<file path="config.mk">
export PLATFORM = sky130hd
export DESIGN_NAME = evcap_top
export DESIGN_NICKNAME = d
export VERILOG_FILES = /design/src/rtl/evcap_pkg.sv /design/src/rtl/evcap_hold_ctrl.sv /design/src/rtl/evcap_hold_sync.sv /design/src/rtl/evcap_event_regs.sv /design/src/rtl/evcap_top.sv
export SDC_FILE = /design/constraint.sdc
export NUM_CORES = 1
export LEC_CHECK = 0
export BUFFER_PORTS_ARGS = -buffer_cell sky130_fd_sc_hd__buf_2
export CORE_UTILIZATION = 45
export DETAILED_ROUTE_END_ITERATION = 12
export PLACE_DENSITY = 0.76
export SETUP_SLACK_MARGIN = 0.4
export SYNTH_ARGS = -nofsm -noshare
export SYNTH_HDL_FRONTEND = slang
export SYNTH_SLANG_ARGS = --single-unit
</file>
<file path="constraint.sdc">
create_clock -name clk -period 1.29 [get_ports clk]
set_input_delay 0.1935 -clock clk [delete_from_list [all_inputs] [get_ports clk]]
set_output_delay 0.1935 -clock clk [all_outputs]
set_load 0.1 [all_outputs]
</file>
<file path="src/rtl/evcap_pkg.sv">
package evcap_pkg;
    typedef enum logic [1:0] {
        ST_OPEN   = 2'd0,
        ST_FROZEN = 2'd1,
        ST_GUARD  = 2'd2
    } hold_state_t;

    function automatic int guard_cycles(input longint clk_hz, input int guard_ns);
        longint prod;
        prod = clk_hz * guard_ns;
        return int'((prod + 64'd999_999_999) / 64'd1_000_000_000);
    endfunction
endpackage

</file>
<file path="src/rtl/evcap_hold_ctrl.sv">
module evcap_hold_ctrl
    import evcap_pkg::*;
#(
    parameter int GUARD_CYCLES = 25
) (
    input  logic clk,
    input  logic rst_n,
    input  logic bus_busy,
    output logic cap_en,
    output logic hold_active
);
    localparam int CW = $clog2(GUARD_CYCLES + 1);
    localparam logic [CW-1:0] LAST = CW'(GUARD_CYCLES - 1);

    hold_state_t state_q, state_d;
    logic [CW-1:0] cnt_q, cnt_d;

    // state register
    always_ff @(posedge clk or negedge rst_n) begin
        if (!rst_n) begin
            state_q <= ST_OPEN;
            cnt_q   <= '0;
        end else begin
            state_q <= state_d;
            cnt_q   <= cnt_d;
        end
    end

    // next state
    always_comb begin
        state_d = state_q;
        cnt_d   = cnt_q;
        unique case (state_q)
            ST_OPEN: begin
                if (bus_busy) state_d = ST_FROZEN;
            end
            ST_FROZEN: begin
                if (!bus_busy) begin
                    state_d = ST_GUARD;
                    cnt_d   = '0;
                end
            end
            ST_GUARD: begin
                if (bus_busy) begin
                    state_d = ST_FROZEN;
                end else if (cnt_q == LAST) begin
                    state_d = ST_OPEN;
                end else begin
                    cnt_d = cnt_q + 1'b1;
                end
            end
            default: state_d = ST_OPEN;
        endcase
    end

    // outputs
    always_comb begin
        cap_en      = 1'b0;
        hold_active = 1'b1;
        unique case (state_q)
            ST_OPEN: begin
                cap_en      = !bus_busy;
                hold_active = 1'b0;
            end
            ST_FROZEN, ST_GUARD: begin
                cap_en      = 1'b0;
                hold_active = 1'b1;
            end
            default: begin
                cap_en      = 1'b0;
                hold_active = 1'b1;
            end
        endcase
    end

    a_r2_busy_freezes: assert property (@(posedge clk) disable iff (!rst_n)
        bus_busy |=> state_q == ST_FROZEN);
    a_r3_guard_holds: assert property (@(posedge clk) disable iff (!rst_n)
        (state_q == ST_GUARD && !bus_busy && cnt_q != LAST) |=> state_q == ST_GUARD);
    a_r3_guard_exits: assert property (@(posedge clk) disable iff (!rst_n)
        (state_q == ST_GUARD && !bus_busy && cnt_q == LAST) |=> state_q == ST_OPEN);
endmodule

</file>
<file path="src/rtl/evcap_hold_sync.sv">
module evcap_hold_sync #(
    parameter int NCH         = 32,
    parameter int SYNC_STAGES = 2
) (
    input  logic           clk,
    input  logic           rst_n,
    input  logic           cap_en,
    input  logic [NCH-1:0] din,
    output logic [NCH-1:0] sync_out
);
    logic [NCH-1:0] hold_q;
    logic [NCH-1:0] stage_q [SYNC_STAGES];

    always_ff @(posedge clk or negedge rst_n) begin
        if (!rst_n)      hold_q <= '0;
        else if (cap_en) hold_q <= din;
    end

    genvar s;
    generate
        for (s = 0; s < SYNC_STAGES; s++) begin : g_stage
            if (s == 0) begin : g_first
                always_ff @(posedge clk or negedge rst_n) begin
                    if (!rst_n) stage_q[0] <= '0;
                    else        stage_q[0] <= hold_q;
                end
            end else begin : g_next
                always_ff @(posedge clk or negedge rst_n) begin
                    if (!rst_n) stage_q[s] <= '0;
                    else        stage_q[s] <= stage_q[s-1];
                end
            end
        end
    endgenerate

    assign sync_out = stage_q[SYNC_STAGES-1];

    a_r2_hold_stable: assert property (@(posedge clk) disable iff (!rst_n)
        !cap_en |=> $stable(hold_q));
endmodule

</file>
<file path="src/rtl/evcap_event_regs.sv">
module evcap_event_regs #(
    parameter int NCH = 32
) (
    input  logic           clk,
    input  logic           rst_n,
    input  logic [NCH-1:0] sample,
    input  logic [NCH-1:0] rise_clr,
    input  logic [NCH-1:0] fall_clr,
    input  logic           mask_we,
    input  logic [NCH-1:0] mask_wdata,
    output logic [NCH-1:0] data_q,
    output logic [NCH-1:0] rise_q,
    output logic [NCH-1:0] fall_q,
    output logic [NCH-1:0] mask_q,
    output logic           irq
);
    logic [NCH-1:0] up_edge, dn_edge;

    always_comb begin
        up_edge = sample & ~data_q;
        dn_edge = ~sample & data_q;
    end

    always_ff @(posedge clk or negedge rst_n) begin
        if (!rst_n) begin
            data_q <= '0;
            rise_q <= '0;
            fall_q <= '0;
            mask_q <= '0;
        end else begin
            data_q <= sample;
            // a new edge wins over a clear in the same cycle
            rise_q <= (rise_q & ~rise_clr) | up_edge;
            fall_q <= (fall_q & ~fall_clr) | dn_edge;
            if (mask_we) mask_q <= mask_wdata;
        end
    end

    assign irq = |((rise_q | fall_q) & mask_q);

    a_r5_rise_recorded: assert property (@(posedge clk) disable iff (!rst_n)
        ((data_q & ~$past(data_q)) & ~rise_q) == '0);
    a_r5_fall_recorded: assert property (@(posedge clk) disable iff (!rst_n)
        ((~data_q & $past(data_q)) & ~fall_q) == '0);
    a_r6_rise_sticky: assert property (@(posedge clk) disable iff (!rst_n)
        (|rise_q) |=> ((rise_q & $past(rise_q & ~rise_clr)) == $past(rise_q & ~rise_clr)));
    a_r9_no_mask_no_irq: assert property (@(posedge clk) disable iff (!rst_n)
        (mask_q == '0) |-> !irq);
endmodule

</file>
<file path="src/rtl/evcap_top.sv">
module evcap_top #(
    parameter int     NCH         = 32,
    parameter int     SYNC_STAGES = 2,
    parameter longint CLK_HZ      = 50_000_000,
    parameter int     GUARD_NS    = 500
) (
    input  logic           clk,
    input  logic           rst_n,
    input  logic [NCH-1:0] din,
    input  logic           bus_busy,
    input  logic [NCH-1:0] rise_clr,
    input  logic [NCH-1:0] fall_clr,
    input  logic           mask_we,
    input  logic [NCH-1:0] mask_wdata,
    output logic [NCH-1:0] data_out,
    output logic [NCH-1:0] rise_out,
    output logic [NCH-1:0] fall_out,
    output logic [NCH-1:0] mask_out,
    output logic           irq,
    output logic           hold_active
);
    localparam int GC_RAW       = evcap_pkg::guard_cycles(CLK_HZ, GUARD_NS);
    localparam int GUARD_CYCLES = (GC_RAW < 1) ? 1 : GC_RAW;

    logic           cap_en;
    logic [NCH-1:0] sync_out;

    evcap_hold_ctrl #(.GUARD_CYCLES(GUARD_CYCLES)) u_ctrl (
        .clk        (clk),
        .rst_n      (rst_n),
        .bus_busy   (bus_busy),
        .cap_en     (cap_en),
        .hold_active(hold_active)
    );

    evcap_hold_sync #(.NCH(NCH), .SYNC_STAGES(SYNC_STAGES)) u_sync (
        .clk     (clk),
        .rst_n   (rst_n),
        .cap_en  (cap_en),
        .din     (din),
        .sync_out(sync_out)
    );

    evcap_event_regs #(.NCH(NCH)) u_regs (
        .clk       (clk),
        .rst_n     (rst_n),
        .sample    (sync_out),
        .rise_clr  (rise_clr),
        .fall_clr  (fall_clr),
        .mask_we   (mask_we),
        .mask_wdata(mask_wdata),
        .data_q    (data_out),
        .rise_q    (rise_out),
        .fall_q    (fall_out),
        .mask_q    (mask_out),
        .irq       (irq)
    );

    a_r3_hold_flag: assert property (@(posedge clk) disable iff (!rst_n)
        bus_busy |=> hold_active);
endmodule

</file>
; Word level (Yosys, flattened, before mapping)
; Index checks and enable logic that the tools add are counted.
; Widths: inputs -> output; s select.
[op_classes]
n_addsub = 1
n_eq_ne = 8
muxes = 11
bitwise_logic = 12
n_reduce_logical = 6
[ops]
columns = cell, count
row1 = $and 32x32->32, 5
row2 = $not 32->32, 4
row3 = $or 32x32->32, 3
row4 = $reduce_or 32->1, 1
row5 = $mux 5, 3
row6 = $pmux 5 s2, 1
row7 = $mux 2, 4
row8 = $ne 2x2->1 const B, 4
row9 = $pmux 2 s3, 1
row10 = $add 5x1->5 const B, 1
row11 = $eq 5x5->1 const B, 1
row12 = $reduce_and 4->1, 1
row13 = $ne 3x2->1 const B, 1
row14 = $reduce_and 3->1, 1
row15 = $eq 2x1->1 const B, 1
row16 = $eq 2x2->1 const B, 1
row17 = $logic_not 2->1, 1
row18 = $mux 1, 2
row19 = $reduce_bool 2->1, 1
row20 = $logic_not 1->1, 1
[word_totals]
reg_bits = 231
in_bits = 132
out_inout_bits = 130
word_cells = 47

; Longest topological paths before layout
; Gate-level depths: netlist of the first run.
[logic_depth]
word_depth = 4
mapped_depth = 6

; Hierarchy
; A second synthesis of the first run with hierarchy kept.
[unflattened]
hier_cells = 579
hier_area_um2 = 8420.6
[modules_own_cells]
columns = mod, n_inst, cells_per_inst, area_each_um2
row1 = evcap_event_regs, 1, 367, 4788.3
row2 = evcap_hold_sync, 1, 164, 3186.8
row3 = evcap_hold_ctrl, 1, 48, 445.4

; Worst setup path before layout of the first run
; OpenSTA, ideal clock, no wires.
[synth_path]
path_type = reg-to-output
startpoint = reg u_regs.rise_q[29]
endpoint = out irq
t_arrival_ns = 1.970
slack_ns = -0.874
path_stages_with_launch = 5
path_cell_list = dfrtp_1 -> o21ai_0 -> nand4_1 -> nor4_1 -> nand2_1
[synth_between]
elab_chain_len = 3
[synth_lines]
columns = item, line_no
row1 = from (decl), evcap_event_regs.sv:12  ; output logic [NCH-1:0] rise_q,
row2 = from (signal assigned), evcap_event_regs.sv:33  ; rise_q <= (rise_q & ~rise_clr) | up_edge;
row3 = $or 32x32->32, evcap_event_regs.sv:39  ; assign irq = |((rise_q | fall_q) & mask_q);
row4 = $and 32x32->32, evcap_event_regs.sv:39
row5 = $reduce_or 32->1, evcap_event_regs.sv:39
row6 = to (decl), evcap_top.sv:19  ; output logic irq,
; Every way passes these cells.

; Worst setup path after layout of the first run
[layout_path]
startpoint = reg u_regs.rise_q[11]
endpoint = out irq
; Same word-level chain as after synthesis.

==> results.py, run 1 <==
metrics = {
    "synth": {
        "synth-seq-cells": 231,
        "synth_warnings": 0,
        "yosysUniqueCellTypes": 28,
        "synth_ff_type": "dfrtp_1",
        "netlist_instances": 532,
        "async_reset_ff_share_pct": 100,
        "synth_edf_count": 0,
        "mappedNetlistArea_mm2": 0.00796,
        "seq_area_frac_synth_pct": 72.6,
        "syn_nets": 666,
        "syn_area_per_cell_um2": 15.0,
    },
    "timing": {
        "fin_crit_sh_pct": 182,
        "setup_ws_ps": -1060,
        "fin_crit_ps": 2350,
        "fin_tns_setup_ps": -36900,
        "max_freq_mhz": 425,
        "slew_violations": 0,
        "slew-limit-headroom_pct": 61.1,
        "clock_skew_ps": 26.2,
        "worstMarginPinSlew_ps": 581,
        "hold_viol": 0,
        "rsz0062_at_grt": "true",
        "setup_viol": 168,
    },
    "drt": {
        "vias_per_cell": 5.41,
        "ant_nets": 0,
        "dr.max_layer_used": "met4",
        "via_count": 7376,
        "met3_length_mm": 2.56,
        "first_pass_iters": 5,
        "met1Wirelength_mm": 11.4,
        "drc_errors": 0,
        "met2_length_mm": 19.3,
        "drt_wl_total_mm": 36.1,
        "drt_iter0_drc": 525,
        "wl_per_cell_um": 26.5,
    },
    "die": {
        "pin_count": 262,
        "core_area_mm2": 0.0173,
        "die_h_um": 135,
        "start_util_pct": 46.0,
        "num_rows": 48,
        "die_area_mm2": 0.0182,
        "die_x_um": 135,
    },
    "critical_path": {
        "crit_type": "reg -> out",
        "end_kind": "primary output",
        "r2r_cells": 6,
        "rrSetupSlack_ps": -510,
        "crit_end": "irq",
        "start_kind": "flop",
        "path_max_fanout": 2,
        "critPathLaunch": "u_regs.rise_q[11]",
        "r2r_start": "u_ctrl.cnt_q[0]",
        "required_ps": 1100,
        "r2r-end": "u_ctrl.cnt_q[3]",
        "arrival_ps": 2160,
    },
    "power": {
        "finalPower_mw": 34.8,
        "ir_worst_vdd_mv": 1.81,
        "p_leak_nw": 7.56,
        "power_density_mw_per_mm2": 2160,
    },
    "finish": {
        "syn_to_final_growth_pct": 103,
        "layout_commonest_cell": "buf_12",
        "finalNonFillerCells": 1363,
        "fillers": 484,
        "final_cell_mix": "137 x buf_12, 133 x buf_6, 130 x buf_2",
        "layout-drive-gt1-share_pct": 64.8,
        "layout.nets": 1253,
    },
    "place": {
        "gp_congestion": 0.816,
        "post-place-cells": 1126,
        "dpl.hpwl_mm": 15.7,
        "portBuffers": 261,
    },
    "global_route": {
        "grt-ovfl-total": 0,
        "grt_pass1_wl_mm": 46.1,
        "grt_use_total_pct": 34.8,
        "antenna_found_initial": 1,
        "grt_pass1_vias": 8033,
        "grt_max_degree": 58,
    },
    "clocking": {
        "htree_levels": 1,
        "cts.path.max_buffers": 3,
        "cts_made_buffers": 24,
        "cts_sinks": 231,
        "clk_pin_slew_ps": 70,
        "cts_tree": "built",
        "clk_root_buffer_cell": "clkbuf_16",
        "insertion_delay_ps": 540,
    },
    "status": {
        "status": "complete, but fails checks",
        "violations": "setup timing",
    },
    "hold_path": {
        "min_path_type": "in -> reg",
    },
    "job": {
        "maxCapViolations": 0,
    },
}
## report_power, final
part	switching, mW	internal, mW
combinational	10.1	6.99
clock	3.12	3.87
sequential	1.43	9.33
## metal layers
metal / GRT usage [%] / up-vias
met5: 0 / -
met4: 18.8 / 0
met3: 6.83 / 202
met2: 65.1 / 494
met1: 36.6 / 3707
li1: - / 2973
## worst min path at each step
stage / startpoint / end / slack (ps) / cells after the start
2_1_floorplan: rst_n / u_ctrl.cnt_q[0] / -100 / 0
4_1_cts: rise_clr[30] / u_regs.rise_q[30] / 4 / 3
6_report: fall_clr[5] / u_regs.fall_q[5] / 20 / 3
3_5_place_dp: rst_n / u_sync.stage_q[34] / 80 / 1
5_1_grt: fall_clr[5] / u_regs.fall_q[5] / 10 / 3
3_3_place_gp: rst_n / u_sync.stage_q[34] / 80 / 1
## state kept, by name, summed over array words and instances (netlist names)
| register | cells |
|---|---|
| u_ctrl.cnt_q | 5 |
| u_ctrl.state_q | 2 |
| u_regs.data_q | 32 |
| u_regs.fall_q | 32 |
| u_regs.mask_q | 32 |
| u_regs.rise_q | 32 |
| u_sync.hold_q | 32 |
| u_sync.stage_q | 32 |
| u_sync.sync_out | 32 |
## cells in the mapped netlist (all sizes together), types with 2 or more instances
| master | instances | area share (%) |
|---|---|---|
| a22o | 35 | 3.8 |
| inv | 100 | 4.7 |
| nor4 | 2 | 0.16 |
| nor2 | 2 | 0.30 |
| mux2 | 65 | 11 |
| nand3 | 2 | 0.13 |
| xnor2 | 3 | 0.33 |
| dfrtp | 231 | 73 |
| nand4 | 8 | 0.63 |
| o22ai | 32 | 2.5 |
| buf | 6 | 0.94 |
| o21ai | 34 | 2.1 |
| ha | 2 | 0.31 |
## area by class of cell
cell class / count / area [µm²] / share of cell area (%)
Multi-Input combinational cell: 194 / 1950 / 12.1
Antenna cell: 1 / 2.50 / 0.0155
Tap cell: 225 / 282 / 1.74
Clock buffer: 38 / 723 / 4.48
Clock inverter: 6 / 47.5 / 0.295
Inverter: 100 / 383 / 2.37
Sequential cell: 231 / 6230 / 38.6
Timing Repair Buffer: 568 / 6510 / 40.3
## critical path, stage by stage, from the launching register on
cell and delay (ps):
dfrtp_4 480, o21ai_1 140, nand4_1 230, nor4_2 350, buf_4 180, nand2_4 50, buf_12 170
## cell families (layout without fill, tap and decap cells)
group	after synthesis	count (layout)	share of synthesized area [%]
xor+xnor	3	3	0.330
simple gates	20	20	1.71
other cells	0	1	0
flops	231	231	72.6
buf+inv	107	712	5.70
compound gates	104	104	8.75
fa+ha+maj	2	2	0.314
mux	65	65	10.6
## per-stage QoR
| stage | worst slack (ps) | hold slack [ps] | area, µm² | utilization, % |
|---|---|---|---|---|
| 3_3_place_gp | -562 | 82.6 | 12900 | 74.4 |
| 4_1_cts | -912 | 3.88 | 15700 | 90.8 |
| 5_1_grt | -1140 | 11.8 | 16100 | 93.3 |
| 2_1_floorplan | -405 | -102 | 8510 | - |
| 6_report | -1060 | 16.3 | 16100 | 93.3 |
| 3_5_place_dp | -593 | 84.7 | 12900 | 74.4 |
## timing repair
action,in CTS,in global routing
hold buffers,123,0
endpoints found under the hold margin,353,0
pin swaps,14,21
resized for setup,118,71
endpoints found under the setup margin,222,251
buffers inserted,47,20
cloned,2,0
Power figures use the tool's default switching activity.
==> run 2, diff against run 1 <==
--- a/config.mk
+++ b/config.mk
@@ -6,9 +6,9 @@
 export NUM_CORES = 1
 export LEC_CHECK = 0
 export BUFFER_PORTS_ARGS = -buffer_cell sky130_fd_sc_hd__buf_2
-export CORE_UTILIZATION = 45
+export CORE_UTILIZATION = 50
 export DETAILED_ROUTE_END_ITERATION = 12
-export PLACE_DENSITY = 0.76
+export PLACE_DENSITY = 0.8
 export SETUP_SLACK_MARGIN = 0.4
 export SYNTH_ARGS = -nofsm -noshare
 export SYNTH_HDL_FRONTEND = slang
==> constraint.sdc (replaced) <==
create_clock -name clk -period 2.4 [get_ports clk]
set_input_delay 0.36 -clock clk [delete_from_list [all_inputs] [get_ports clk]]
set_output_delay 0.36 -clock clk [all_outputs]
set_load 0.1 [all_outputs]
==> run 2 against run 1 <==
The flow now finishes without violations. Global-route usage decreased by 14 points. Critical path depth did not move. Routed wire length down 52%. First-iteration DRC count decreased by 68%. Clock skew fell by 19 ps. Combinational power down 69%. Flip-flop and latch count did not move. Register-to-register slack improved by 1300 ps. Critical path type unchanged.
==> results.py, run 2 (synthesis results as in run 1) <==
metrics = {
    "status": {
        "status": "complete, no violations",
    },
    "timing": {
        "setup_ws_ps": 132,
        "slew_violations": 0,
        "worstMarginPinSlew_ps": 637,
        "fin_crit_sh_pct": 94.5,
        "hold_viol": 0,
        "setup_viol": 0,
        "worst_hold_slack_ps": 42.7,
        "fin_crit_ps": 2270,
        "max_freq_mhz": 441,
        "rsz0062_at_grt": "true",
        "fin_tns_setup_ps": 0,
        "clock_skew_ps": 7.47,
        "slew-limit-headroom_pct": 57.5,
    },
    "finish": {
        "finalNonFillerCells": 1053,
        "seq_area_mm2": 0.00590,
        "syn_to_final_growth_pct": 32.3,
        "final_cell_mix": "259 x buf_2, 135 x dfrtp_1, 100 x inv_1",
        "layout.nets": 960,
        "layout_commonest_cell": "buf_2",
        "layout-drive-gt1-share_pct": 56.1,
        "fillers": 1104,
        "multi_input_area_mm2": 0.00180,
        "antennaDiodeCount": 0,
    },
    "die": {
        "die_area_mm2": 0.0164,
        "die_x_um": 128,
        "num_rows": 45,
        "die_h_um": 128,
        "core_area_mm2": 0.0154,
        "pin_count": 262,
        "start_util_pct": 51.8,
    },
    "drt": {
        "drc_errors": 0,
        "ant_nets": 0,
        "drt_wl_total_mm": 17.4,
        "vias_per_cell": 4.89,
        "via_count": 5151,
        "wl_per_cell_um": 16.5,
        "drt_iter0_drc": 170,
        "first_pass_iters": 4,
    },
    "clocking": {
        "clk_pin_slew_ps": 60,
        "htree_levels": 1,
        "cts_sinks": 231,
        "cts.path.max_buffers": 3,
        "cts_tree": "built",
        "cts_made_buffers": 23,
        "clk_root_buffer_cell": "clkbuf_16",
        "insertion_delay_ps": 480,
    },
    "global_route": {
        "antenna_found_initial": 0,
        "grt_use_total_pct": 21.2,
        "grt-ovfl-total": 0,
        "grt_pass1_vias": 5381,
        "grt_max_degree": 89,
        "grt_pass1_wl_mm": 27.0,
    },
    "critical_path": {
        "required_ps": 2040,
        "start_kind": "flop",
        "path_max_fanout": 3,
        "path_cells": "o21ai_2 -> nand4_1 -> nor4_2 -> buf_4 -> nand2_4 -> buf_12",
        "arrival_ps": 1910,
        "cpPeakStageDelay_ps": 420,
        "crit_type": "reg -> out",
        "crit_slowest_cell": "dfrtp_2",
        "end_kind": "primary output",
    },
    "place": {
        "pre_cts_ws_ps": 331,
        "gp_congestion": 0.790,
        "portBuffers": 261,
        "post-place-cells": 1009,
        "dpl.hpwl_mm": 12.3,
    },
    "power": {
        "ir_worst_vdd_mv": 0.726,
        "finalPower_mw": 14.1,
        "p_leak_nw": 5.30,
        "power_density_mw_per_mm2": 1340,
    },
    "job": {
        "maxCapViolations": 0,
    },
    "hold_path": {
        "min_path_type": "in -> reg",
    },
}
run 2: cell types whose count changed in the layout (fill, tap and decap cells not counted), moves of 12 or more:
cell and delta:
inv_1 +34, buf_12 -134, buf_4 -30, dfrtp_4 -117, mux2_4 -15, dfrtp_1 +32, buf_2 +129, mux2_1 +13
dfrtp_2 +85, o22ai_2 -12, o22ai_1 +14, buf_6 -133, inv_2 -31, dlygate4sd3_1 -122
run 2: final timing paths:
kind | from | endpoint | slack, ps | cells after the start
setup / recovery | u_regs.fall_q[1] | irq | 130 | 6
hold / removal | rise_clr[29] | u_regs.rise_q[29] | 40 | 2
min in group asynchronous | rst_n | u_sync.hold_q[22] | 480 | 2
hold reg to reg | u_sync.stage_q[53] | u_sync.sync_out[21] | 340 | 0
max in group asynchronous | rst_n | u_regs.mask_q[15] | 1210 | 3
setup reg to reg | u_ctrl.state_q[0] | u_sync.hold_q[0] | 760 | 4
run 2: routing by layer:
layer | up-vias | GRT usage (%) | wire length [µm]
li1 | 2400 | - | -
met1 | 2536 | 26.3 | 7070
met2 | 184 | 37.6 | 8920
met3 | 31 | 4.59 | 1100
met4 | 0 | 5.88 | 330
met5 | - | 0 | 0
run 2: final cells by class:
type / instances / share of cell area, %
Sequential cell: 231 / 56.0
Tap cell: 211 / 2.51
Inverter: 100 / 3.56
Timing Repair Buffer: 276 / 14.0
Clock buffer: 35 / 6.36
Clock inverter: 6 / 0.582
Multi-Input combinational cell: 194 / 17.0
run 2: through the flow:
stage | util, % | instance area, µm²
4_1_cts | 68.1 | 10500
3_5_place_dp | 63.1 | 9700
5_1_grt | 68.6 | 10500
3_3_place_gp | 63.1 | 9700
6_report | 68.6 | 10500
2_1_floorplan | - | 8090
run 2: report_power, final:
part	switching [mW]	internal [mW]	leakage, nW
sequential	0.583	4.80	2.64
clock	1.36	2.03	0.358
combinational	4.37	0.931	2.30
run 2: worst max-delay path: cells and delay by family, from the launching register on:
family,cells,cell delay (ps)
buf+inv,2,340
flops,1,420
compound gates,1,190
simple gates,3,480
run 2: timing repair:
item,in CTS,in global routing
pin swaps,1,14
endpoints found under the setup margin,1,1
resized for setup,12,28
hold buffers,1,0
endpoints found under the hold margin,80,0
setup buffers,0,2
==> run 3, diff against run 2 <==
--- a/config.mk
+++ b/config.mk
@@ -5,10 +5,11 @@
 export SDC_FILE = /design/constraint.sdc
 export NUM_CORES = 1
 export LEC_CHECK = 0
+export ABC_AREA = 1
 export BUFFER_PORTS_ARGS = -buffer_cell sky130_fd_sc_hd__buf_2
-export CORE_UTILIZATION = 50
+export CORE_UTILIZATION = 45
 export DETAILED_ROUTE_END_ITERATION = 12
-export PLACE_DENSITY = 0.8
+export PLACE_DENSITY = 0.73
 export SETUP_SLACK_MARGIN = 0.4
 export SYNTH_ARGS = -nofsm -noshare
 export SYNTH_HDL_FRONTEND = slang
==> run 3 against run 2 <==
Critical endpoint unchanged. Combinational power is essentially flat. Design area increased by 2.1%. Hold slack got worse by 21 ps. Total power increased by 2.8%. Count of clock-buffer cells in the layout is 3 lower. Sequential share of layout area down 1.2 points. Critical path depth grew 1. Largest power group unchanged. Critical path type unchanged. Final cell count grew 13%. Clock power up 14%.
==> results.py, run 3 <==
metrics = {
    "critical_path": {
        "critPathMostFrequentCell": "nand2_2",
        "r2r-end": "u_sync.hold_q[8]",
        "end_kind": "primary output",
        "r2r_start": "u_ctrl.state_q[0]",
        "required_ps": 2040,
        "start_kind": "flop",
        "rrSetupSlack_ps": 790,
        "r2r_cells": 4,
        "arrival_ps": 1770,
        "path_cells": "o21ai_2 -> nand2_1 -> nor2_2 -> nand2_2 -> nor2_4 -> nand2_2 -> buf_12",
        "crit_type": "reg -> out",
        "crit_slowest_cell": "dfrtp_2",
        "cpPeakStageDelay_ps": 420,
        "path_max_fanout": 3,
    },
    "timing": {
        "max_freq_mhz": 468,
        "fin_tns_setup_ps": 0,
        "setup_viol": 0,
        "slew-limit-headroom_pct": 40.1,
        "hold_viol": 0,
        "clock_skew_ps": 9.22,
        "worstMarginPinSlew_ps": 899,
        "fin_crit_sh_pct": 88.9,
        "slew_violations": 0,
        "fin_crit_ps": 2130,
        "rsz0062_at_grt": "true",
        "setup_ws_ps": 265,
    },
    "power": {
        "power_density_mw_per_mm2": 1340,
        "switching_share_pct": 44.7,
        "p_seq_share_pct": 36.7,
        "internal_power_mw": 8.00,
        "switchingPower_mw": 6.48,
        "p_leak_nw": 5.51,
        "comb_power_share_pct": 36.6,
        "ir_worst_vdd_mv": 0.991,
        "p_clk_share_pct": 26.7,
    },
    "die": {
        "core_area_mm2": 0.0174,
        "die_area_mm2": 0.0184,
        "num_rows": 48,
        "die_h_um": 136,
        "die_x_um": 136,
        "start_util_pct": 46.3,
        "pin_count": 262,
    },
    "hold_path": {
        "min-delay-start": "fall_clr[27]",
        "holdPathEnd": "u_regs.fall_q[27]",
        "min_path_type": "in -> reg",
        "whs_path_depth": 2,
    },
    "synth": {
        "synth_warnings": 0,
        "netlist_instances": 659,
        "synth_top_area_share_pct": 71.7,
        "netlist_top_cells_count": "231 x dfrtp_1, 135 x inv_1, 91 x nand2_1",
        "syn_nets": 793,
        "mappedNetlistArea_mm2": 0.00806,
        "yosysUniqueCellTypes": 18,
        "synth-seq-cells": 231,
        "yosys.cell_count.top_type": "dfrtp_1",
        "syn_area_per_cell_um2": 12.2,
        "seq_area_frac_synth_pct": 71.7,
        "synth_ff_type": "dfrtp_1",
        "synth_area_leaders": "dfrtp_1 72%, inv_1 6.3%, o21ai_0 4.3%",
        "synth_largest_area_cell": "dfrtp_1",
        "synth_edf_count": 0,
        "async_reset_ff_share_pct": 100,
    },
    "finish": {
        "layout.nets": 1082,
        "final_cell_mix": "259 x buf_2, 135 x inv_1, 135 x dfrtp_1",
        "layout-drive-gt1-share_pct": 51.4,
        "antennaDiodeCount": 0,
        "syn_to_final_growth_pct": 33.5,
        "layout_commonest_cell": "buf_2",
    },
    "place": {
        "dpl.hpwl_mm": 12.9,
        "portBuffers": 261,
        "gp_congestion": 0.813,
        "pre_cts_ws_ps": 328,
    },
    "global_route": {
        "antenna_found_initial": 0,
        "grt_pass1_vias": 5609,
        "grt-ovfl-total": 0,
        "grt_max_degree": 68,
        "grt_pass1_wl_mm": 27.4,
        "grt_use_total_pct": 19.2,
    },
    "drt": {
        "ant_nets": 0,
        "drt_wl_total_mm": 17.7,
        "first_pass_iters": 4,
        "drt_iter0_drc": 157,
        "drc_errors": 0,
        "via_count": 5466,
        "vias_per_cell": 4.59,
        "wl_per_cell_um": 14.9,
    },
    "clocking": {
        "clk_root_buffer_cell": "clkbuf_16",
        "cts_tree": "built",
        "cts_sinks": 231,
        "cts_made_buffers": 24,
        "htree_levels": 1,
        "cts.path.max_buffers": 3,
        "clk_pin_slew_ps": 60,
        "insertion_delay_ps": 500,
    },
    "job": {
        "maxCapViolations": 0,
    },
    "status": {
        "status": "complete, no violations",
    },
}
==> run 3: cell count changes after synthesis, sizes merged, moves of 4 or more <==
| cell | change |
|---|---|
| inv | +35 |
| a22o | -35 |
| mux2 | -33 |
| nor2 | +10 |
| nand4 | -8 |
| nand2 | +90 |
| buf | +4 |
| o21ai | +67 |
==> run 3: how the worst max path moves through the flow <==
stage	from	end
finish	u_regs.rise_q[23]	irq
CTS	u_regs.rise_q[30]	irq
floorplan	u_regs.rise_q[28]	irq
global route	u_regs.fall_q[30]	irq
detailed placement	u_regs.fall_q[30]	irq
global placement	u_regs.fall_q[30]	irq
==> run 3: logic make-up after synthesis <==
logic type                 synth area share (%)
and+or+nand+nor                            5.29
AOI/OAI and AO/OA                          10.4
adders and majority gates                 0.310
xor gates and xnor gates                  0.326
muxes                                      4.47
buffers and inverters                      7.50
DFF                                        71.7
==> run 3: routing by layer <==
layer,wire [µm],global-route usage (%)
met1,7400,24.3
met2,8720,33.2
met3,1240,4.21
met4,334,5.12
met5,0,0
==> run 3: what timing repair did <==
item,CTS,global route
gates cloned,0,0
hold endpoints to repair,60,0
resized for setup,35,16
hold buffers,1,0
setup buffers,1,3
endpoints found under the setup margin,1,1
pin swaps,6,11
==> run 3: layout make-up <==
| type | instances | area (µm²) |
|---|---|---|
| fillers | 1398 | 6660 |
| well taps | 225 | 282 |
| repair buffers | 274 | 1460 |
| multi-input cells | 282 | 1760 |
| flip-flops and latches | 231 | 5900 |
| inverters | 135 | 507 |
| clock buffers | 32 | 702 |
| clock inverters | 12 | 151 |
==> run 3: critical path, delay by kind of cell, from the launching register on <==
kind / cells / cell delay (ps)
AO/OA/AOI/OAI: 1 / 160
flip-flops: 1 / 420
AND/OR/NAND/NOR: 5 / 530
buffers and inverters: 1 / 170
==> run 3: power groups by stage <==
stage | sequential, mW | clock [mW] | combinational [mW]
global route | 5.42 | 4.12 | 5.51
detailed placement | 5.35 | 0 | 5.22
finish | 5.32 | 3.87 | 5.29
CTS | 5.31 | 3.97 | 5.29
floorplan | 8.77 | 0 | 0.741
global placement | 5.29 | 0 | 5.20
==> run 3: per-stage QoR <==
stage                     util (%)  power (mW)  area (µm²)  instances  hold WS [ps]
final                         61.8        14.5       10800       1191          22.2
after global routing          61.8        15.0       10800       1191          10.4
after CTS                     61.5        14.6       10700       1188          2.50
after detailed placement      56.1        10.6        9770       1142           335
after global placement        56.1        10.5        9770       1142           332
after floorplan                  -        9.51        8180        659          64.4
